[src/rtl/ir_clicker_tx.sv]
module ir_clicker_tx #(
  parameter int CODE_W     = 4,
  parameter int ID_W       = 24,
  parameter int SUM_W      = 8,
  parameter int CHIP_TICKS = 4,
  parameter int GAP_TICKS  = 73
) (
  input  logic              clk,
  input  logic              rst_n,
  input  logic              chip_tick,
  input  logic [CODE_W-1:0] btn_code,
  input  logic [ID_W-1:0]   tx_id,
  input  logic              key_star,
  input  logic              press_stb,
  input  logic              release_stb,
  output logic              ir_out,
  output logic              busy
);
  localparam int PKT_W = CODE_W + ID_W + SUM_W;
  localparam int BW    = $clog2(PKT_W);
  localparam int TW    = $clog2(CHIP_TICKS + 1);
  localparam int GW    = $clog2(GAP_TICKS + 1);
  localparam logic [BW-1:0] LAST_BIT = BW'(PKT_W - 1);
  localparam logic [TW-1:0] LAST_T   = TW'(CHIP_TICKS - 1);
  localparam logic [GW-1:0] LAST_G   = GW'(GAP_TICKS - 1);

  typedef enum logic [1:0] {IDLE, ARM, SEND, GAP} st_t;

  st_t              st;
  logic [PKT_W-1:0] pkt;
  logic [BW-1:0]    bit_i;
  logic [1:0]       phase;
  logic [TW-1:0]    tcnt;
  logic [GW-1:0]    gcnt;
  logic             second;
  logic [SUM_W-1:0] csum;

  always_comb begin
    csum = SUM_W'(btn_code);
    for (int i = 0; i < ID_W / 8; i++)
      csum = csum + SUM_W'(tx_id[i*8 +: 8]);
  end

  wire start     = (st == IDLE) && (key_star ? release_stb : press_stb);
  wire chip_end  = chip_tick && (tcnt == LAST_T);
  wire data_chip = pkt[LAST_BIT - bit_i] ^ second;

  assign busy   = (st != IDLE);
  assign ir_out = (st == SEND) && ((phase == 2'd1) || (phase == 2'd2 && data_chip));

  always_ff @(posedge clk) begin
    if (!rst_n) begin
      st     <= IDLE;
      pkt    <= '0;
      bit_i  <= '0;
      phase  <= '0;
      tcnt   <= '0;
      gcnt   <= '0;
      second <= 1'b0;
    end else begin
      case (st)
        IDLE: if (start) begin
          pkt    <= {btn_code, tx_id, csum};
          second <= 1'b0;
          st     <= ARM;
        end
        ARM: if (chip_tick) begin
          st    <= SEND;
          tcnt  <= '0;
          phase <= '0;
          bit_i <= '0;
        end
        SEND: if (chip_tick) begin
          if (!chip_end) tcnt <= tcnt + 1'b1;
          else begin
            tcnt <= '0;
            if (phase != 2'd2) phase <= phase + 2'd1;
            else begin
              phase <= '0;
              if (bit_i != LAST_BIT) bit_i <= bit_i + 1'b1;
              else begin
                bit_i <= '0;
                if (second) st <= IDLE;
                else begin
                  st   <= GAP;
                  gcnt <= '0;
                end
              end
            end
          end
        end
        GAP: if (chip_tick) begin
          if (gcnt == LAST_G) begin
            st     <= SEND;
            second <= 1'b1;
            tcnt   <= '0;
            phase  <= '0;
          end else gcnt <= gcnt + 1'b1;
        end
        default: st <= IDLE;
      endcase
    end
  end
endmodule

[config.mk]
export PLATFORM = sky130hd
export DESIGN_NAME = ir_clicker_tx
export DESIGN_NICKNAME = d
export VERILOG_FILES = /design/src/rtl/ir_clicker_tx.sv
export SDC_FILE = /design/constraint.sdc
export NUM_CORES = 1
export LEC_CHECK = 0
export ABC_AREA = 1
export BUFFER_PORTS_ARGS = -buffer_cell sky130_fd_sc_hd__buf_4
export CAP_MARGIN = 20
export CORE_MARGIN = 2
export CORE_UTILIZATION = 64
export CTS_CLUSTER_DIAMETER = 80
export DETAILED_ROUTE_END_ITERATION = 16
export HOLD_SLACK_MARGIN = 0.05
export PLACE_DENSITY_LB_ADDON = 0.2
export SYNTH_ARGS = -nofsm -noshare
export SYNTH_HDL_FRONTEND = slang
export SYNTH_SLANG_ARGS = --single-unit
[constraint.sdc]
create_clock -name clk -period 7.2 [get_ports clk]
set_clock_uncertainty 0.15 [all_clocks]
set_input_delay 0.72 -clock clk [delete_from_list [all_inputs] [get_ports clk]]
set_output_delay 0.72 -clock clk [all_outputs]
set_load 0.005 [all_outputs]
==> results.md, run 1 <==
- Outcome: complete, no violations
- Pint: 0.000726 W
- Switching share of total power: 40.7%
- Number of flops mapped to enable cells by yosys: 0
- ANT nets after route: 0
- Post-cts resize count: 0
- Dpl cell area: 3710 µm²
- Storage cell area: 1140 µm²
- Finished Cell Area: 3910 µm²
- Hold path start: pkt[22]
- Initial DRT Pass Iterations: 5
- Worst Setup Start Kind: flop
- Total gr overflow: 0
- First-pass GRT wire length: 13300 µm
- Crit path buffers/inverters: 2
- Initial Util: 66.6%
- Die X: 77.1 µm
- Die height: 77.1 µm
- Num CTS Buffers: 9
- CTS Hold Buffers Added: 0
- Vias: 3122
- P per Cell Area: 313 nW/µm²
- Crit path time final: 3.83 ns
- Clock slew at reported path FFs: 0.06 ns
- Fin Setup TNS: 0 ns
- Asr flop ratio synth: 0%
- Root Buffer Master: clkbuf_8
- 1st-iter DRT viols: 127
- WL/cell: 13.5 µm
- Avg Vias per Cell: 5.39
- Final setup vio count: 0
- Switching pwr: 0.000498 W
- GP Congestion: 0.850
- Sequential area share after synthesis: 33.4%
- Distinct cells, synth: 36
- Final Hold Vio Count: 0
- Fmax: 0.261 GHz
- Max VDD drop: 170 µV
- Final Power: 0.00122 W
- Crit. End Element: output port
- RSZ-0062 raised after global routing: false
- Final slew viol count: 0
- Data arrival, critical path: 2.96 ns
- Crit Path Class: reg -> out
- Dominant cell by count in the synthesized netlist: inv_1
- IO buf count: 35
- DIE AREA: 5950 µm²
- # rows: 26
- Max incr delay on CP: 0.94 ns
- Syn avg cell area: 7.23 µm²
- Setup bufs post-CTS: 0
- DP HPWL: 5550 µm
- FILL cells: 423
- Yosys reg bits: 57
- Placed Cells: 563
- CP max-delay cell: dfxtp_1
- Initial antenna violation count: 0
- CP cell instances: inv_1 -> o21ai_0 -> nand3_1 -> nand3_1 -> nand3_1 -> nand3_1 -> nand3_1 -> nand3_1 -> nand2_1 -> buf_4
- Max-cap violations: 0
- Most common library cells after synthesis: inv_1, nand2_1, dfxtp_1
- Pin count of the biggest net entering global routing: 47
- Critical R2R Launch: bit_i[0]
- Post-synth top area share: 33.4%
- Critical Path Source: bit_i[0]
- Fin nets: 565
- Worst skew pair latency: 0.34 ns
- CTS tree: built
- Gate power share: 39.8%
- P_leak: 1.79 nW
- Yosys top cell by area: dfxtp_1
- Slew HR: 37.4%
- Syn_nets: 534
- P&R area growth vs syn: 14.2%
- Critical Path RT: 6.33 ns
- Drt total wl: 7810 µm
- Synth warnings: 0
- Sink Count: 57
- Worst path top cell family by delay: flip-flops
- Core area: 5140 µm²
- Layout cells sized above 1: 13.8%
- Main synth FF type: dfxtp_1
- Sequential share of power: 36.8%
- Most frequent CP cell: nand3_1
- Ports: 36
- CTS max path bufs: 2
- Max FO, Critical Path: 26
- Diode count: 0
- Multi-input logic area: 1900 µm²
- CTS H-tree lvls: 3
- Residual DRC: 0
- Clock power frac: 23.5%
- Post-Syn Instances: 473
- All-layer global routing usage: 28.3%
- Synth Cell Area: 3420 µm²
- Layout Cells excl Fill: 579
- Period utilisation layout: 53.2%
- Final core utilization: 76.0%
- Slew @ Worst Pin: 0.937 ns
- Number of global-route vias before repair: 3042
- Hold Crit Class: reg -> reg
- Main area contributors after synthesis: dfxtp_1, inv_1, nand2_1
## final timing paths
path	end	slack, ns	cells after the start
worst min register to register	pkt[22]	0.30	2
worst max register to register	gcnt[6]	4.76	7
worst min-delay path	pkt[22]	0.30	2
worst max-delay path	ir_out	3.37	10
## metrics by stage
stage / hold WS [ns] / worst slack (ns)
2_1_floorplan: 0.279 / 3.87
3_3_place_gp: 0.288 / 3.61
3_5_place_dp: 0.296 / 3.55
4_1_cts: 0.306 / 3.45
5_1_grt: 0.315 / 3.16
6_report: 0.305 / 3.37
## cell families after synthesis
logic type | count (synthesis) | synth area share, %
AND/OR/NAND/NOR | 172 | 23.2
AO/OA/AOI/OAI | 102 | 16.1
buffers and inverters | 100 | 11.2
flip-flops | 57 | 33.4
adder cells (fa/ha/maj) | 27 | 12.3
XOR/XNOR | 14 | 3.58
multiplexers | 1 | 0.329
## worst min-delay path, stage by stage, from the launching register on
cell     delay (ns)
dfxtp_1        0.30
inv_1          0.06
a21oi_1        0.05
## cell type report
cell class,instances,area share (%)
multi-input combinational,316,48.6
sequential,57,29.2
inverter,84,8.07
timing repair buffer,36,6.92
clock buffer,14,4.68
tap,70,2.24
clock inverter,2,0.256
## state kept, by name, indices dropped and copies added, names as in the netlist
| signal | flops |
|---|---|
| pkt | 36 |
| gcnt | 7 |
| bit_i | 6 |
| tcnt | 3 |
| phase | 2 |
| st | 2 |
| second | 1 |
## power groups by stage
stage	logic, W	clock network (W)	registers [W]
3_5_place_dp	0.000480	0	0.000454
6_report	0.000487	0.000287	0.000450
5_1_grt	0.000555	0.000305	0.000457
4_1_cts	0.000486	0.000291	0.000448
3_3_place_gp	0.000461	0	0.000451
2_1_floorplan	0.000391	0	0.000422
## layout by cell type (no fill, tap or decap), types with 11 or more instances in the layout
cell type  synthesis  routed
nand2_1           68      68
ha_1              16      16
o21ai_0           49      49
clkbuf_8           0      13
nor2_1            41      41
inv_1             77      77
a21oi_1           43      43
nand3_1           37      37
fa_1              11      11
buf_4              0      36
dfxtp_1           57      57
## per-layer routing
metal	wire [µm]	global-route usage, %	up-vias	part of all wire (%)
li1	-	-	1585	-
met1	3260	32.1	1450	42
met2	4030	51.7	72	52
met3	366	7.06	15	4.7
met4	146	9.11	0	1.9
met5	0	0	-	0
Note: power is estimated with default switching activity, not from simulation.
==> run 2, diff against run 1 <==
--- a/config.mk
+++ b/config.mk
@@ -9,7 +9,7 @@
 export BUFFER_PORTS_ARGS = -buffer_cell sky130_fd_sc_hd__buf_4
 export CAP_MARGIN = 20
 export CORE_MARGIN = 2
-export CORE_UTILIZATION = 64
+export CORE_UTILIZATION = 53
 export CTS_CLUSTER_DIAMETER = 80
 export DETAILED_ROUTE_END_ITERATION = 16
 export HOLD_SLACK_MARGIN = 0.05
==> constraint.sdc (replaced) <==
create_clock -name clk -period 3.28 [get_ports clk]
set_clock_uncertainty 0.15 [all_clocks]
set_input_delay 0.328 -clock clk [delete_from_list [all_inputs] [get_ports clk]]
set_output_delay 0.328 -clock clk [all_outputs]
set_load 0.005 [all_outputs]
==> results.md, run 2 (synthesis results as in run 1) <==
- Sequential share of power: 34.1%
- Number of global-route vias before repair: 3013
- Placed Cells: 572
- Initial Util: 54.2%
- Die height: 84.3 µm
- Post-cts resize count: 0
- Max FO, Critical Path: 2
- Slew @ Worst Pin: 0.793 ns
- Layout cells sized above 1: 14.3%
- Max reg flops: 36
- P&R area growth vs syn: 15.2%
- CTS max path bufs: 2
- All-layer global routing usage: 23.3%
- Final Hold Vio Count: 0
- Avg Vias per Cell: 5.26
- Die X: 84.3 µm
- DIE AREA: 7110 µm²
- Sink Count: 57
- Crit path time final: 2.92 ns
- Switching pwr: 0.00111 W
- Fin Setup TNS: 0 ns
- Switching share of total power: 40.6%
- Period utilisation layout: 88.9%
- Largest Register: pkt
- P per Cell Area: 692 nW/µm²
- Top Usage Layer GRT: met2
- Initial DRT Pass Iterations: 5
- Fmax: 0.343 GHz
- Num CTS Buffers: 9
- Critical Path RT: 3.37 ns
- Layout Cells excl Fill: 588
- Worst skew pair latency: 0.35 ns
- Crit Path Class: in -> reg
- Most frequent cells in the layout: inv_1, nand2_1, dfxtp_1
- Hold Crit Class: in -> reg
- Residual DRC: 0
- First-pass GRT wire length: 13400 µm
- Grt met1 use: 29.5%
- Total gr overflow: 0
- Clock power frac: 24.5%
- Ports: 36
- Final slew viol count: 0
- Commonest non-fill, non-tap cell in the layout: inv_1
- Data arrival, critical path: 3.00 ns
- Slew HR: 47.1%
- Setup bufs post-CTS: 0
- Fin nets: 567
- RSZ-0062 raised after global routing: false
- Core area: 6310 µm²
- Met3 usage in global routing: 6.29%
- Root Buffer Master: clkbuf_8
- Drt total wl: 7460 µm
- CTS tree: built
- Crit. End Element: flop
- DP HPWL: 5430 µm
- IO buf count: 35
- Regs by FF count: pkt: 36 flops, gcnt: 7 flops, bit_i: 6 flops
- CTS H-tree lvls: 3
- Max-cap violations: 0
- Multi-input logic area: 1900 µm²
- Final setup vio count: 0
- Outcome: complete, no violations
- ANT nets after route: 0
- Vias: 3092
- M2 GR Usage: 38.8%
- WL/cell: 12.7 µm
- Max VDD drop: 411 µV
- Worst Setup Start Kind: primary input
- 1st-iter DRT viols: 126
- Diode count: 0
- Initial antenna violation count: 0
- Clock slew at reported path FFs: 0.06 ns
- GP Congestion: 0.837
- Storage cell area: 1140 µm²
- Pint: 0.00162 W
- Pin count of the biggest net entering global routing: 46
- Gate power share: 41.4%
- CTS Hold Buffers Added: 0
- # rows: 29
- P_leak: 1.80 nW
- FILL cells: 587
## run 2: cell types whose count changed in the layout (fill, tap and decap cells not counted)
cell        previous run  this run
clkinvlp_4             0         2
clkbuf_8              13        10
clkinv_4               0         2
bufinv_16              0         1
buf_4                 36        38
clkinv_2               2         1
clkbuf_1               1         0
## run 2: per-layer routing
metal,share of wire [%],up-vias
met5,0,-
met4,1.9,0
met3,4.5,15
met2,47,80
met1,46,1402
li1,-,1595
## run 2: power groups by stage
stage	Sequential, W	Combinational, W	Clock, W
2_1_floorplan	0.000926	0.000858	0
3_3_place_gp	0.000937	0.00111	0
3_5_place_dp	0.000943	0.00113	0
4_1_cts	0.000928	0.00114	0.000685
5_1_grt	0.000947	0.00131	0.000721
6_report	0.000929	0.00113	0.000669
## run 2: worst max-delay path, cell delays in order
cell and delay, ns:
buf_4 0.12, fa_1 0.49, fa_1 0.52, ha_1 0.18
inv_1 0.06, fa_1 0.40, o21ai_0 0.32, nand2_1 0.09
nand2_1 0.07, a21oi_1 0.07, xor2_1 0.16, o21ai_0 0.14
inv_1 0.05
## run 2: final timing paths
kind,startpoint,slack (ns),to,depth (start not counted)
setup / recovery,btn_code[1],0.36,pkt[7],13
hold / removal,tx_id[19],0.11,pkt[27],3
setup reg to reg,bit_i[0],1.24,gcnt[3],9
hold reg to reg,pkt[14],0.31,pkt[14],2
## run 2: final cells by class
| type | count | share of cell area [%] |
|---|---|---|
| flip-flops and latches | 57 | 29.0 |
| multi-input cells | 316 | 48.2 |
| well taps | 77 | 2.44 |
| repair buffers | 38 | 7.24 |
| clock buffers | 10 | 3.49 |
| clock inverters | 6 | 1.71 |
| inverters | 84 | 8.00 |
## run 2: through the flow
step                      power (W)  hold slack, ns  utilization, %  cell area [µm²]  setup WS (ns)
after floorplan             0.00178           0.279               -             3420          0.342
after global placement      0.00205           0.291            59.2             3740         0.0990
after detailed placement    0.00207           0.296            59.2             3740         0.0418
after CTS                   0.00275           0.102            62.4             3940          0.368
after global routing        0.00298           0.116            62.4             3940          0.137
final                       0.00273           0.109            62.4             3940          0.365
